[config.mk]
export PLATFORM = sky130hd
export DESIGN_NAME = sect_align_planner
export DESIGN_NICKNAME = d
export VERILOG_FILES = /design/src/rtl/sap_pkg.sv /design/src/rtl/sap_calc.sv /design/src/rtl/sap_ctrl.sv /design/src/rtl/sect_align_planner.sv
export SDC_FILE = /design/constraint.sdc
export NUM_CORES = 1
export LEC_CHECK = 0
export ABC_AREA = 0
export BUFFER_PORTS_ARGS = -buffer_cell sky130_fd_sc_hd__buf_2
export CAP_MARGIN = 10
export CORE_MARGIN = 2
export CORE_UTILIZATION = 50
export DETAILED_ROUTE_END_ITERATION = 10
export HOLD_SLACK_MARGIN = 0.12
export PLACE_DENSITY = 0.8
export SLEW_MARGIN = 10
export SYNTH_ARGS = -nofsm -noshare
export SYNTH_HDL_FRONTEND = slang
export SYNTH_HIERARCHICAL = 1
export SYNTH_SLANG_ARGS = --single-unit
export TNS_END_PERCENT = 5
[constraint.sdc]
create_clock -name clk -period 6.5 [get_ports clk]
set_input_delay 1.3 -clock clk [delete_from_list [all_inputs] [get_ports clk]]
set_output_delay 1.3 -clock clk [all_outputs]
set_load 0.01 [all_outputs]
[src/rtl/sap_pkg.sv]
package sap_pkg;

    // Sector geometry: 512-byte sectors
    localparam int SAP_LG2  = 9;
    localparam int SAP_SECT = 1 << SAP_LG2;

    typedef logic [SAP_LG2-1:0] sect_ofs_t;

    typedef enum logic [2:0] {
        ST_IDLE,
        ST_HD_CMD,
        ST_HD_WAIT,
        ST_TL_CMD,
        ST_TL_WAIT,
        ST_FINISH
    } sap_state_e;

    // Which edge sectors need a pre-read before the write may go out
    typedef struct packed {
        logic head;
        logic tail;
    } pre_need_t;

    // Bytes needed to fill the last sector up to its boundary
    function automatic sect_ofs_t sap_pad(input sect_ofs_t tail_ofs);
        logic [SAP_LG2:0] full;
        full = (SAP_LG2+1)'(SAP_SECT) - {1'b0, tail_ofs};
        return full[SAP_LG2-1:0];
    endfunction

endpackage

[src/rtl/sap_calc.sv]
module sap_calc
    import sap_pkg::*;
#(
    parameter int OFF_W = 32,
    parameter int LEN_W = 20
) (
    input  logic [OFF_W-1:0]               off,
    input  logic [LEN_W-1:0]               len,
    input  logic                           wr,
    output sect_ofs_t                      head,
    output sect_ofs_t                      pad,
    output logic [OFF_W-SAP_LG2-1:0]       start_sec,
    output logic [OFF_W-SAP_LG2-1:0]       last_sec,
    output logic [LEN_W-SAP_LG2+1:0]       count,
    output pre_need_t                      need
);
    localparam int END_W = OFF_W + 1;
    localparam int SUM_W = LEN_W + 2;

    logic [END_W-1:0] end_addr;
    logic             zero_len;
    sect_ofs_t        head_raw;
    sect_ofs_t        tail_raw;
    logic             same_sec;
    logic [SUM_W-1:0] span;

    always_comb begin
        end_addr  = {1'b0, off} + END_W'(len);
        zero_len  = (len == '0);
        head_raw  = off[SAP_LG2-1:0];
        tail_raw  = end_addr[SAP_LG2-1:0];
        same_sec  = (end_addr[END_W-1:SAP_LG2] == {1'b0, off[OFF_W-1:SAP_LG2]});

        head      = zero_len ? '0 : head_raw;
        pad       = zero_len ? '0 : sap_pad(tail_raw);
        start_sec = off[OFF_W-1:SAP_LG2];
        last_sec  = end_addr[OFF_W-1:SAP_LG2];

        // head + len + pad is a whole number of sectors by construction
        span      = SUM_W'(head) + SUM_W'(len) + SUM_W'(pad);
        count     = zero_len ? '0 : span[SUM_W-1:SAP_LG2];

        need.head = wr && !zero_len && (head_raw != '0);
        need.tail = wr && !zero_len && (tail_raw != '0) &&
                    !((head_raw != '0) && same_sec);
    end

endmodule

[src/rtl/sap_ctrl.sv]
module sap_ctrl
    import sap_pkg::*;
(
    input  logic      clk,
    input  logic      rst,
    input  logic      req_valid,
    input  pre_need_t need,
    input  logic      pre_ready,
    input  logic      pre_done,
    output logic      req_ready,
    output logic      accept,
    output logic      pre_valid,
    output logic      pre_is_tail,
    output logic      plan_valid
);
    sap_state_e state_q, state_d;
    logic       tail_q;

    always_comb begin
        req_ready   = (state_q == ST_IDLE);
        accept      = req_ready && req_valid;
        pre_valid   = (state_q == ST_HD_CMD) || (state_q == ST_TL_CMD);
        pre_is_tail = (state_q == ST_TL_CMD);
        plan_valid  = (state_q == ST_FINISH);

        state_d = state_q;
        unique case (state_q)
            ST_IDLE: begin
                if (accept) begin
                    if (need.head)      state_d = ST_HD_CMD;
                    else if (need.tail) state_d = ST_TL_CMD;
                    else                state_d = ST_FINISH;
                end
            end
            ST_HD_CMD:  if (pre_ready) state_d = ST_HD_WAIT;
            ST_HD_WAIT: if (pre_done)  state_d = tail_q ? ST_TL_CMD : ST_FINISH;
            ST_TL_CMD:  if (pre_ready) state_d = ST_TL_WAIT;
            ST_TL_WAIT: if (pre_done)  state_d = ST_FINISH;
            ST_FINISH:  state_d = ST_IDLE;
            default:    state_d = ST_IDLE;
        endcase
    end

    always_ff @(posedge clk) begin
        if (rst) begin
            state_q <= ST_IDLE;
            tail_q  <= 1'b0;
        end else begin
            state_q <= state_d;
            if (accept) tail_q <= need.tail;
        end
    end

endmodule

[src/rtl/sect_align_planner.sv]
module sect_align_planner
    import sap_pkg::*;
#(
    parameter int OFF_W = 32,
    parameter int LEN_W = 20
) (
    input  logic                           clk,
    input  logic                           rst,
    input  logic                           req_valid,
    output logic                           req_ready,
    input  logic [OFF_W-1:0]               req_offset,
    input  logic [LEN_W-1:0]               req_len,
    input  logic                           req_write,
    output logic                           pre_valid,
    input  logic                           pre_ready,
    output logic [OFF_W-SAP_LG2-1:0]       pre_sector,
    input  logic                           pre_done,
    output logic                           plan_valid,
    output logic [SAP_LG2-1:0]             plan_head,
    output logic [SAP_LG2-1:0]             plan_pad,
    output logic [OFF_W-SAP_LG2-1:0]       plan_sector,
    output logic [LEN_W-SAP_LG2+1:0]       plan_count
);
    localparam int SEC_W = OFF_W - SAP_LG2;
    localparam int CNT_W = LEN_W - SAP_LG2 + 2;

    sect_ofs_t        c_head, c_pad;
    logic [SEC_W-1:0] c_start, c_last;
    logic [CNT_W-1:0] c_count;
    pre_need_t        c_need;
    logic             accept;
    logic             pre_is_tail;

    sect_ofs_t        head_q, pad_q;
    logic [SEC_W-1:0] start_q, last_q;
    logic [CNT_W-1:0] count_q;

    sap_calc #(.OFF_W(OFF_W), .LEN_W(LEN_W)) calc_i (
        .off       (req_offset),
        .len       (req_len),
        .wr        (req_write),
        .head      (c_head),
        .pad       (c_pad),
        .start_sec (c_start),
        .last_sec  (c_last),
        .count     (c_count),
        .need      (c_need)
    );

    sap_ctrl ctrl_i (
        .clk         (clk),
        .rst         (rst),
        .req_valid   (req_valid),
        .need        (c_need),
        .pre_ready   (pre_ready),
        .pre_done    (pre_done),
        .req_ready   (req_ready),
        .accept      (accept),
        .pre_valid   (pre_valid),
        .pre_is_tail (pre_is_tail),
        .plan_valid  (plan_valid)
    );

    always_ff @(posedge clk) begin
        if (rst) begin
            head_q  <= '0;
            pad_q   <= '0;
            start_q <= '0;
            last_q  <= '0;
            count_q <= '0;
        end else if (accept) begin
            head_q  <= c_head;
            pad_q   <= c_pad;
            start_q <= c_start;
            last_q  <= c_last;
            count_q <= c_count;
        end
    end

    assign pre_sector  = pre_is_tail ? last_q : start_q;
    assign plan_head   = head_q;
    assign plan_pad    = pad_q;
    assign plan_sector = start_q;
    assign plan_count  = count_q;

endmodule

After elaboration in Yosys (flattened, before gate mapping):

Cells that the tools add are included.

* register bits after elaboration: 81
* latch bits: 0
* bits in writable memories: 0
* ROM bits: 0
* bits of input ports: 58
* output and inout bits: 80
* logic and storage cells: 49
* memories kept: 0

* add/sub/neg operators: 4
* multipliers: 0
* divide/modulo/power cells: 0
* order comparisons: 0
* equal/unequal tests: 11
* shifts and indexed selects: 0
* multiplexer cells: 13
* bitwise gates (word level): 0
* reduce and logical (&&, ||, !) cells: 14

Operator list (count)
* adder 32 x 20 -> 33 bit: 1
* == test 24 x 23 -> 1 bit: 1
* two-way mux 3 bit: 8
* two-way mux 23 bit: 1
* adder 22 x 9 -> 22 bit: 1
* adder 9 x 20 -> 21 bit: 1
* logical NOT 20 bit: 1
* two-way mux 9 bit: 2
* nonzero test 9 bit: 2
* one-hot mux 3 bit (5 select lines): 1
* two-way mux 13 bit: 1
* subtractor 1 x 9 -> 9 bit, first input constant: 1
* inequality test 2 bit, second input constant: 4
* == test 3 x 2 -> 1 bit, second input constant: 2
* == test 3 bit, second input constant: 2
* logical AND 1 bit: 6
* AND reduction 5 bit: 1
* == test 3 x 1 -> 1 bit, second input constant: 1
* logical NOT 3 bit: 1
* logical NOT 1 bit: 2
* inequality test 2 x 1 -> 1 bit, second input constant: 1
* logical OR 1 bit: 1

Depth between registers and ports, before layout:

Gate-level depths: netlist of run 1.

* depth in word-level cells: 9
* depth in mapped cells: 22
* depth with buffers taken out: 22

By module:

Netlist of run 1, hierarchy kept.

Modules (own cells, without submodules)
* sect_align_planner: times used 1, cells an instance 274, area an instance 3027.9 sq um, seq. area each 1541.5 sq um
* sap_calc: times used 1, cells an instance 366, area an instance 2702.6 sq um, seq. area each 0.0 sq um
* sap_ctrl: times used 1, cells an instance 36, area an instance 352.8 sq um, seq. area each 80.1 sq um

Worst setup path before layout of run 1:

Ideal clock, no wire load.

* kind: input -> register
* from: input req_offset[0]
* to: register count_q[6], in the netlist plan_count[6]
* library setup time: 128 ps
* arrival: 5426 ps
* required time: 6372 ps
* slack: 946 ps
* cell stages on the path: 21
* buffers on the path: 0
* cells stage by stage: ha_1 fa_1 a21o_1 a21oi_1 xnor2_1 or2_2 nor3_1 nand2_1 nor2_1 ha_1 and2_1 fa_1 ha_1 o211ai_1 or2_2 o211ai_1 a21oi_1 nor3b_1 xor2_1 mux2i_1 nor2_1

* cells in the longest elaborated chain, start to end: 5
* elaborated cells between the ends (all ways): 7
* classes of those cells: add/sub: 4; mux: 3

Ends and longest elaborated chain
* from (decl): RTL line sect_align_planner.sv:11 `input logic [OFF_W-1:0] req_offset,`
* adder 32 x 20 -> 33 bit: RTL line sap_calc.sv:28 `end_addr = {1'b0, off} + END_W'(len);`
* subtractor 1 x 9 -> 9 bit: RTL line sap_pkg.sv:27 `full = (SAP_LG2+1)'(SAP_SECT) - {1'b0, tail_ofs};`
* two-way mux 9 bit: RTL line sap_calc.sv:35 `pad = zero_len ? '0 : sap_pad(tail_raw);`
* net c_pad[8]: RTL line sect_align_planner.sv:27 `sect_ofs_t c_head, c_pad;`
* adder 22 x 9 -> 22 bit: RTL line sap_calc.sv:40 `span = SUM_W'(head) + SUM_W'(len) + SUM_W'(pad);`
* two-way mux 13 bit: RTL line sap_calc.sv:41 `count = zero_len ? '0 : span[SUM_W-1:SAP_LG2];`
* net c_count[6]: RTL line sect_align_planner.sv:29 `logic [CNT_W-1:0] c_count;`
* to (signal assigned): RTL line sect_align_planner.sv:76 `count_q <= c_count;`
* to (decl): RTL line sect_align_planner.sv:36 `logic [CNT_W-1:0] count_q;`

The timed path passes the listed nets, and every way through them passes these cells.
A chain may end at the register's enable or synchronous reset.

Worst setup path after layout of run 1:

* from: input req_offset[0]
* to: register count_q[9], in the netlist plan_count[9]

The elaborated chain is that of the path after synthesis.

==> flow_summary_export.csv, run 1 <==
group,metric,value,unit
final_layout,drive_gt1_share,25.3,%
grt,grt_pass1_vias,4942,
pwr,power_frac_comb,41.6,%
cts,cts.sinks,81,
grt,grt_max_degree,49,
pwr,ir_drop,0.145,mV
min_path,hold_path.class,"reg -> reg",
setup_path,critPathMaxFanout,6,
cts,cts_resized,0,
placed_design,dpl_cell_area,6580,µm²
pwr,power.internal,1.35,mW
setup_path,critPathLaunchType,"input port",
final_layout,design_area,6910,µm²
run,maxCapViolCount,0,
routing,via_per_inst,5.57,
yosys,syn_area,6080,µm²
floorplanning,die_x,114,µm
yosys,yosys-top-cells-area,"dfxtp_1 27%, mux2i_1 13%, nor2_1 6.8%",
final_layout,fin_util,57.8,%
timing,fin_crit,5.77,ns
floorplanning,die_y,114,µm
cts,htree_levels,3,
yosys,synth_edf_count,0,
floorplanning,core_area,12000,µm²
setup_path,critical_path_class,"in -> reg",
yosys,avgSynthCellArea,9.00,µm²
pwr,leakagePower,3.16,nW
status,status,"finished, final reports clean",
timing,max_freq,173,MHz
pwr,switching_share,35.8,%
routing,wl_per_cell,16.3,µm
final_layout,final_nets,874,
timing,skew,0.00672,ns
routing,firstDrtPassIters,6,
setup_path,arrival,5.98,ns
timing,slew-limit-headroom,45.7,%
setup_path,worstPathRequired,6.71,ns
yosys,ys.flop_type,"dfxtp_1",
cts,postCtsSetupBuffers,0,
timing,rsz0062_at_grt,"no",
pwr,p_per_area,305,nW/µm²
placed_design,io_buffers,137,
cts,clk_pin_slew,0.06,ns
timing,drv_slew,0,
cts,clock_latency,0.35,ns
routing,via_count,5168,
yosys,ys_types,66,
yosys,netlist_instances,676,
grt,grt.overflow.total,0,
yosys,post-synth-top-area-cell,"dfxtp_1",
setup_path,r2r_start,"ctrl_i/state_q[1]",
min_path,hold_path_end,"plan_head[4]",
floorplanning,die_area,13100,µm²
yosys,synth-seq-cells,81,
yosys,synthArstFlopShare,0,%
floorplanning,ios,138,
cts,cts_tree,"yes",
yosys,yosys_warnings,6,
timing,hold_slack,0.483,ns
setup_path,r2r_end,"plan_pad[5]",
setup_path,end_kind,"register",
pwr,p_clk_share,26.8,%
timing,finalSetupTns,0,ns
yosys,netlist.area_leader.share,26.7,%
setup_path,rr_worst_depth,4,
routing,ant_nets,0,
setup_path,rrSetupSlack,4.50,ns
pwr,pwr-share-seq,31.5,%
cts,cts_root_buffer,"clkbuf_16",
grt,grt_usage,23.6,%
routing,drt-initial-drc-count,267,
routing,drc,0,
final_layout,stdcell_count,927,
pwr,p_switching,754,µW
placed_design,placed_cells,911,
final_layout,diodes,0,
yosys,ys_seq_area_share,26.7,%
grt,antenna_found_initial,0,
final_layout,synthToLayoutAreaGrowth,13.6,%
placed_design,place_congestion,0.939,
timing,finalCritPeriodShare,88.8,%
min_path,hp-start,"plan_head[4]",
cts,cts_made_buffers,9,
grt,grt_pass1_wl,24.4,mm
timing,setup-violations-final,0,
timing,hold_viol,0,
floorplanning,start_util,50.9,%
floorplanning,std_cell_rows,40,
cts,cts_hold_buf,0,
yosys,synth_nets,775,
placed_design,hpwl,11.5,mm
min_path,whs_path_depth,2,
routing,routed_wl,15.1,mm
cts,cts_buffer_depth,2,
timing,worstMarginPinSlew,0.815,ns
==> metal layers <==
layer  track usage [%]  routed length, µm
met4              10.3                403
met1              31.0               7030
met5                 0                  0
met2              39.0               6970
met3              3.07                744
==> cell families (layout without fill, tap and decap cells) <==
family,Yosys count,count (layout),share of synthesized area [%]
compound gates,91,91,10.8
xor+xnor,57,57,8.43
fa+ha+maj,41,41,9.54
buf+inv,68,172,7.61
flops,81,81,26.7
mux,105,105,17.9
other cells,1,1,0.0616
simple gates,232,232,19.1
==> Yosys cell counts (all sizes together) (2+ instances only) <==
cell     instances
a211oi           8
a21o             4
a21oi           23
a221oi           4
a22oi            2
a311oi           2
a31oi            5
and2            13
and3            10
and4             3
buf             47
clkbuf           7
dfxtp           81
fa               9
ha              32
inv             14
mux2            25
mux2i           80
nand2           25
nand2b           9
nand3           15
nand3b           2
nand4            8
nor2           111
nor2b            4
nor3             4
nor3b            6
nor4             8
nor4b            4
o2111ai          2
o211ai           8
o21a             9
o21ai           15
o311ai           2
or2              5
or3              2
xnor2           30
xor2            26
==> layout make-up <==
class	instances	area [µm²]
clock buffer	12	256
timing repair buffer	142	723
tap	147	184
sequential	81	1620
fill	1054	5050
multi-input combinational	527	4000
clock inverter	4	73.8
inverter	14	52.6
==> power by group through the flow <==
stage | clock network, mW | registers (mW) | logic [mW]
after floorplan | 0 | 0.674 | 0.685
after global placement | 0 | 0.673 | 0.858
after detailed placement | 0 | 0.674 | 0.872
after CTS | 0.573 | 0.665 | 0.880
after global routing | 0.596 | 0.678 | 0.970
final | 0.565 | 0.665 | 0.878
==> critical path: stages <==
cell and delay, ns:
buf_2 0.11, ha_1 0.23, fa_1 0.41, a21o_1 0.21
a21oi_1 0.19, xnor2_1 0.11, or2_2 0.31, nor4_1 0.36
xor2_1 0.12, nor2_1 0.18, fa_1 0.44, ha_1 0.30
o21a_1 0.19, o211ai_1 0.17, a21oi_1 0.06, a21oi_1 0.16
o21ai_0 0.14, a221oi_2 0.51, nor3b_1 0.13, xor2_1 0.16
mux2i_1 0.14, nor2_1 0.05
==> per-stage QoR <==
stage          worst slack (ns)  power, mW
3_3_place_gp              0.522       1.53
6_report                  0.730       2.11
4_1_cts                   0.805       2.12
5_1_grt                   0.207       2.24
3_5_place_dp              0.446       1.55
2_1_floorplan             0.946       1.36
==> how the worst max path moves through the flow <==
| stage | from | end | slack [ns] |
|---|---|---|---|
| 2_1_floorplan | req_offset[0] | plan_count[6] | 0.95 |
| 3_5_place_dp | req_offset[0] | plan_count[3] | 0.45 |
| 5_1_grt | req_offset[0] | plan_count[3] | 0.21 |
| 4_1_cts | req_offset[0] | plan_count[3] | 0.80 |
| 6_report | req_offset[0] | plan_count[9] | 0.73 |
| 3_3_place_gp | req_offset[0] | plan_count[9] | 0.52 |
==> cell usage in the layout, fill, tap and decap left out, drive strengths merged, types with 2 or more instances in the layout <==
master,netlist,layout
nand2b,9,9
nand3b,2,2
inv,14,15
clkbuf,7,12
mux2i,80,80
a221oi,4,4
a21o,4,4
buf,47,142
nor3,4,4
nand3,15,15
dfxtp,81,81
a311oi,2,2
bufinv,0,2
nand2,25,25
o21a,9,9
nor3b,6,6
and4,3,3
and3,10,10
xnor2,30,30
o211ai,8,8
o2111ai,2,2
mux2,25,25
ha,32,32
a22oi,2,2
a21oi,23,23
and2,13,13
nand4,8,8
xor2,26,26
o311ai,2,2
fa,9,9
nor2b,4,4
or3,2,2
nor4b,4,4
a31oi,5,5
a211oi,8,8
or2,5,5
o21ai,15,15
nor2,111,111
nor4,8,8
==> state kept, by name, summed over array words and instances (netlist names) <==
signal	cells
plan_sector	23
ctrl_i/tail_q	1
plan_count	13
ctrl_i/state_q	3
plan_pad	9
plan_head	9
last_q	23
Power figures use the tool's default switching activity.
==> inputs of run 2 (changes only) <==
--- a/config.mk
+++ b/config.mk
@@ -10,6 +10,7 @@
 export CAP_MARGIN = 10
 export CORE_MARGIN = 2
 export CORE_UTILIZATION = 50
+export CTS_BUF_LIST = sky130_fd_sc_hd__clkbuf_4 sky130_fd_sc_hd__clkbuf_8 sky130_fd_sc_hd__clkbuf_16
 export DETAILED_ROUTE_END_ITERATION = 10
 export HOLD_SLACK_MARGIN = 0.12
 export PLACE_DENSITY = 0.8
@@ -18,4 +19,3 @@
 export SYNTH_HDL_FRONTEND = slang
 export SYNTH_HIERARCHICAL = 1
 export SYNTH_SLANG_ARGS = --single-unit
-export TNS_END_PERCENT = 5
==> flow_summary_export.csv, run 2 (synthesis gave the netlist of run 1 again) <==
group,metric,value,unit
timing,max_freq,173,MHz
setup_path,rr_worst_depth,4,
timing,setup-violations-final,0,
routing,topRoutingLayerUsed,"met4",
status,status,"finished, final reports clean",
timing,worstMarginPinSlew,0.815,ns
pwr,ir_drop,0.145,mV
cts,cts_hold_buf,0,
setup_path,worstPathRequired,6.72,ns
timing,fin_crit,5.78,ns
timing,hold_viol,0,
floorplanning,start_util,50.9,%
routing,routed_wl,15.1,mm
pwr,leakagePower,3.16,nW
placed_design,dp_slack,0.446,ns
cts,clock_latency,0.34,ns
cts,postCtsSetupBuffers,0,
final_layout,drive_gt1_share,25.4,%
run,maxCapViolCount,0,
setup_path,r2r_start,"ctrl_i/state_q[1]",
setup_path,critPathLaunchType,"input port",
pwr,power,2.11,mW
setup_path,arrival,5.99,ns
setup_path,cp_common_cell,"a21oi_1",
routing,route.met3.wl,812,µm
timing,worst_slack,0.725,ns
cts,cts_resized,0,
setup_path,cp_cell_sequence,"buf_2 -> ha_1 -> fa_1 -> a21o_1 -> a21oi_1 -> xnor2_1 -> or2_2 -> nor4_1 -> xor2_1 -> nor2_1 -> fa_1 -> ha_1 -> o21a_1 -> o211ai_1 -> a21oi_1 -> a21oi_1 -> o21ai_0 -> a221oi_2 -> nor3b_1 -> xor2_1 -> mux2i_1 -> nor2_1",
setup_path,path_delay_family,"compound AO/OA/AOI/OAI gates",
pwr,switching_share,35.7,%
setup_path,critPathMaxFanout,6,
setup_path,cpPeakStageDelay,0.51,ns
grt,grt_pass1_vias,4954,
placed_design,place_congestion,0.939,
routing,met1Wirelength,6.96,mm
setup_path,end_kind,"register",
final_layout,final_nets,874,
routing,via_count,5198,
cts,cts_made_buffers,9,
timing,finalSetupTns,0,ns
routing,ant_nets,0,
grt,grt.overflow.total,0,
grt,grt_usage,23.7,%
final_layout,fin_util,57.8,%
min_path,hold_path.class,"reg -> reg",
timing,slew-limit-headroom,45.6,%
cts,cts_buffer_depth,2,
pwr,power_frac_comb,41.6,%
floorplanning,std_cell_rows,40,
setup_path,crit_buf_inv,1,
min_path,whs_path_depth,2,
routing,via_per_inst,5.61,
final_layout,diodes,0,
setup_path,critical_path_class,"in -> reg",
min_path,hp-start,"plan_head[4]",
pwr,p_switching,754,µW
placed_design,io_buffers,137,
floorplanning,core_area,12000,µm²
floorplanning,die_area,13100,µm²
grt,grt_pass1_wl,24.4,mm
pwr,p_clk_share,26.9,%
routing,wl_per_cell,16.3,µm
grt,grt_max_degree,49,
routing,wl_met2,6.93,mm
pwr,pwr-share-seq,31.5,%
setup_path,cp_slowest_cell,"a221oi_2",
floorplanning,ios,138,
timing,rsz0062_at_grt,"no",
cts,cts_root_buffer,"clkbuf_16",
pwr,p_per_area,306,nW/µm²
routing,drc,0,
final_layout,final_common_cell,"buf_2",
final_layout,final_cell_mix,"137 x buf_2, 111 x nor2_1, 81 x dfxtp_1, 80 x mux2i_1, 32 x ha_1",
setup_path,crit_path_start,"req_offset[0]",
final_layout,synthToLayoutAreaGrowth,13.7,%
setup_path,cp.depth,22,
final_layout,nFillCells,1051,
placed_design,hpwl,11.5,mm
cts,cts.sinks,81,
routing,drt-initial-drc-count,278,
grt,antenna_found_initial,0,
timing,skew,0.00697,ns
timing,drv_slew,0,
pwr,power.internal,1.36,mW
timing,finalCritPeriodShare,88.8,%
cts,cts_tree,"yes",
cts,clk_pin_slew,0.06,ns
cts,htree_levels,3,
routing,firstDrtPassIters,5,
floorplanning,die_x,114,µm
floorplanning,die_y,114,µm
==> run 2: layout make-up <==
cell class / instances / area, µm² / share of cell area, %
clock inverter: 4 / 73.8 / 1.07
sequential: 81 / 1620 / 23.5
clock buffer: 12 / 260 / 3.76
inverter: 14 / 52.6 / 0.760
multi-input combinational: 527 / 4000 / 57.8
tap: 147 / 184 / 2.66
timing repair buffer: 142 / 723 / 10.5
==> run 2: final timing paths <==
kind	endpoint	slack, ns
hold reg to reg	plan_head[4]	0.48
setup / recovery	plan_count[9]	0.72
setup reg to reg	plan_pad[5]	4.49
hold / removal	plan_head[4]	0.48
==> run 2: stage by stage <==
stage,hold slack (ns),instances,cell area [µm²]
2_1_floorplan,0.454,676,6080
3_3_place_gp,0.468,911,6580
3_5_place_dp,0.477,911,6580
4_1_cts,0.491,927,6910
5_1_grt,0.511,927,6910
6_report,0.483,927,6910
==> run 2: tightest hold or removal path: cells and delay by family, from the launching register on <==
kind,cells,cell delay (ns)
and+or+nand+nor,1,0.07
DFF,1,0.32
muxes,1,0.06
==> run 2: metal layers <==
layer,vias to the layer above,track usage (%)
met5,-,0
met3,32,3.07
li1,2560,-
met4,0,10.4
met2,181,39.2
met1,2425,30.9
==> run 2: power groups by stage <==
stage	registers [mW]	clock network, mW	logic (mW)
6_report	0.665	0.569	0.879
5_1_grt	0.678	0.601	0.970
4_1_cts	0.665	0.577	0.880
3_3_place_gp	0.673	0	0.858
2_1_floorplan	0.674	0	0.685
3_5_place_dp	0.674	0	0.872
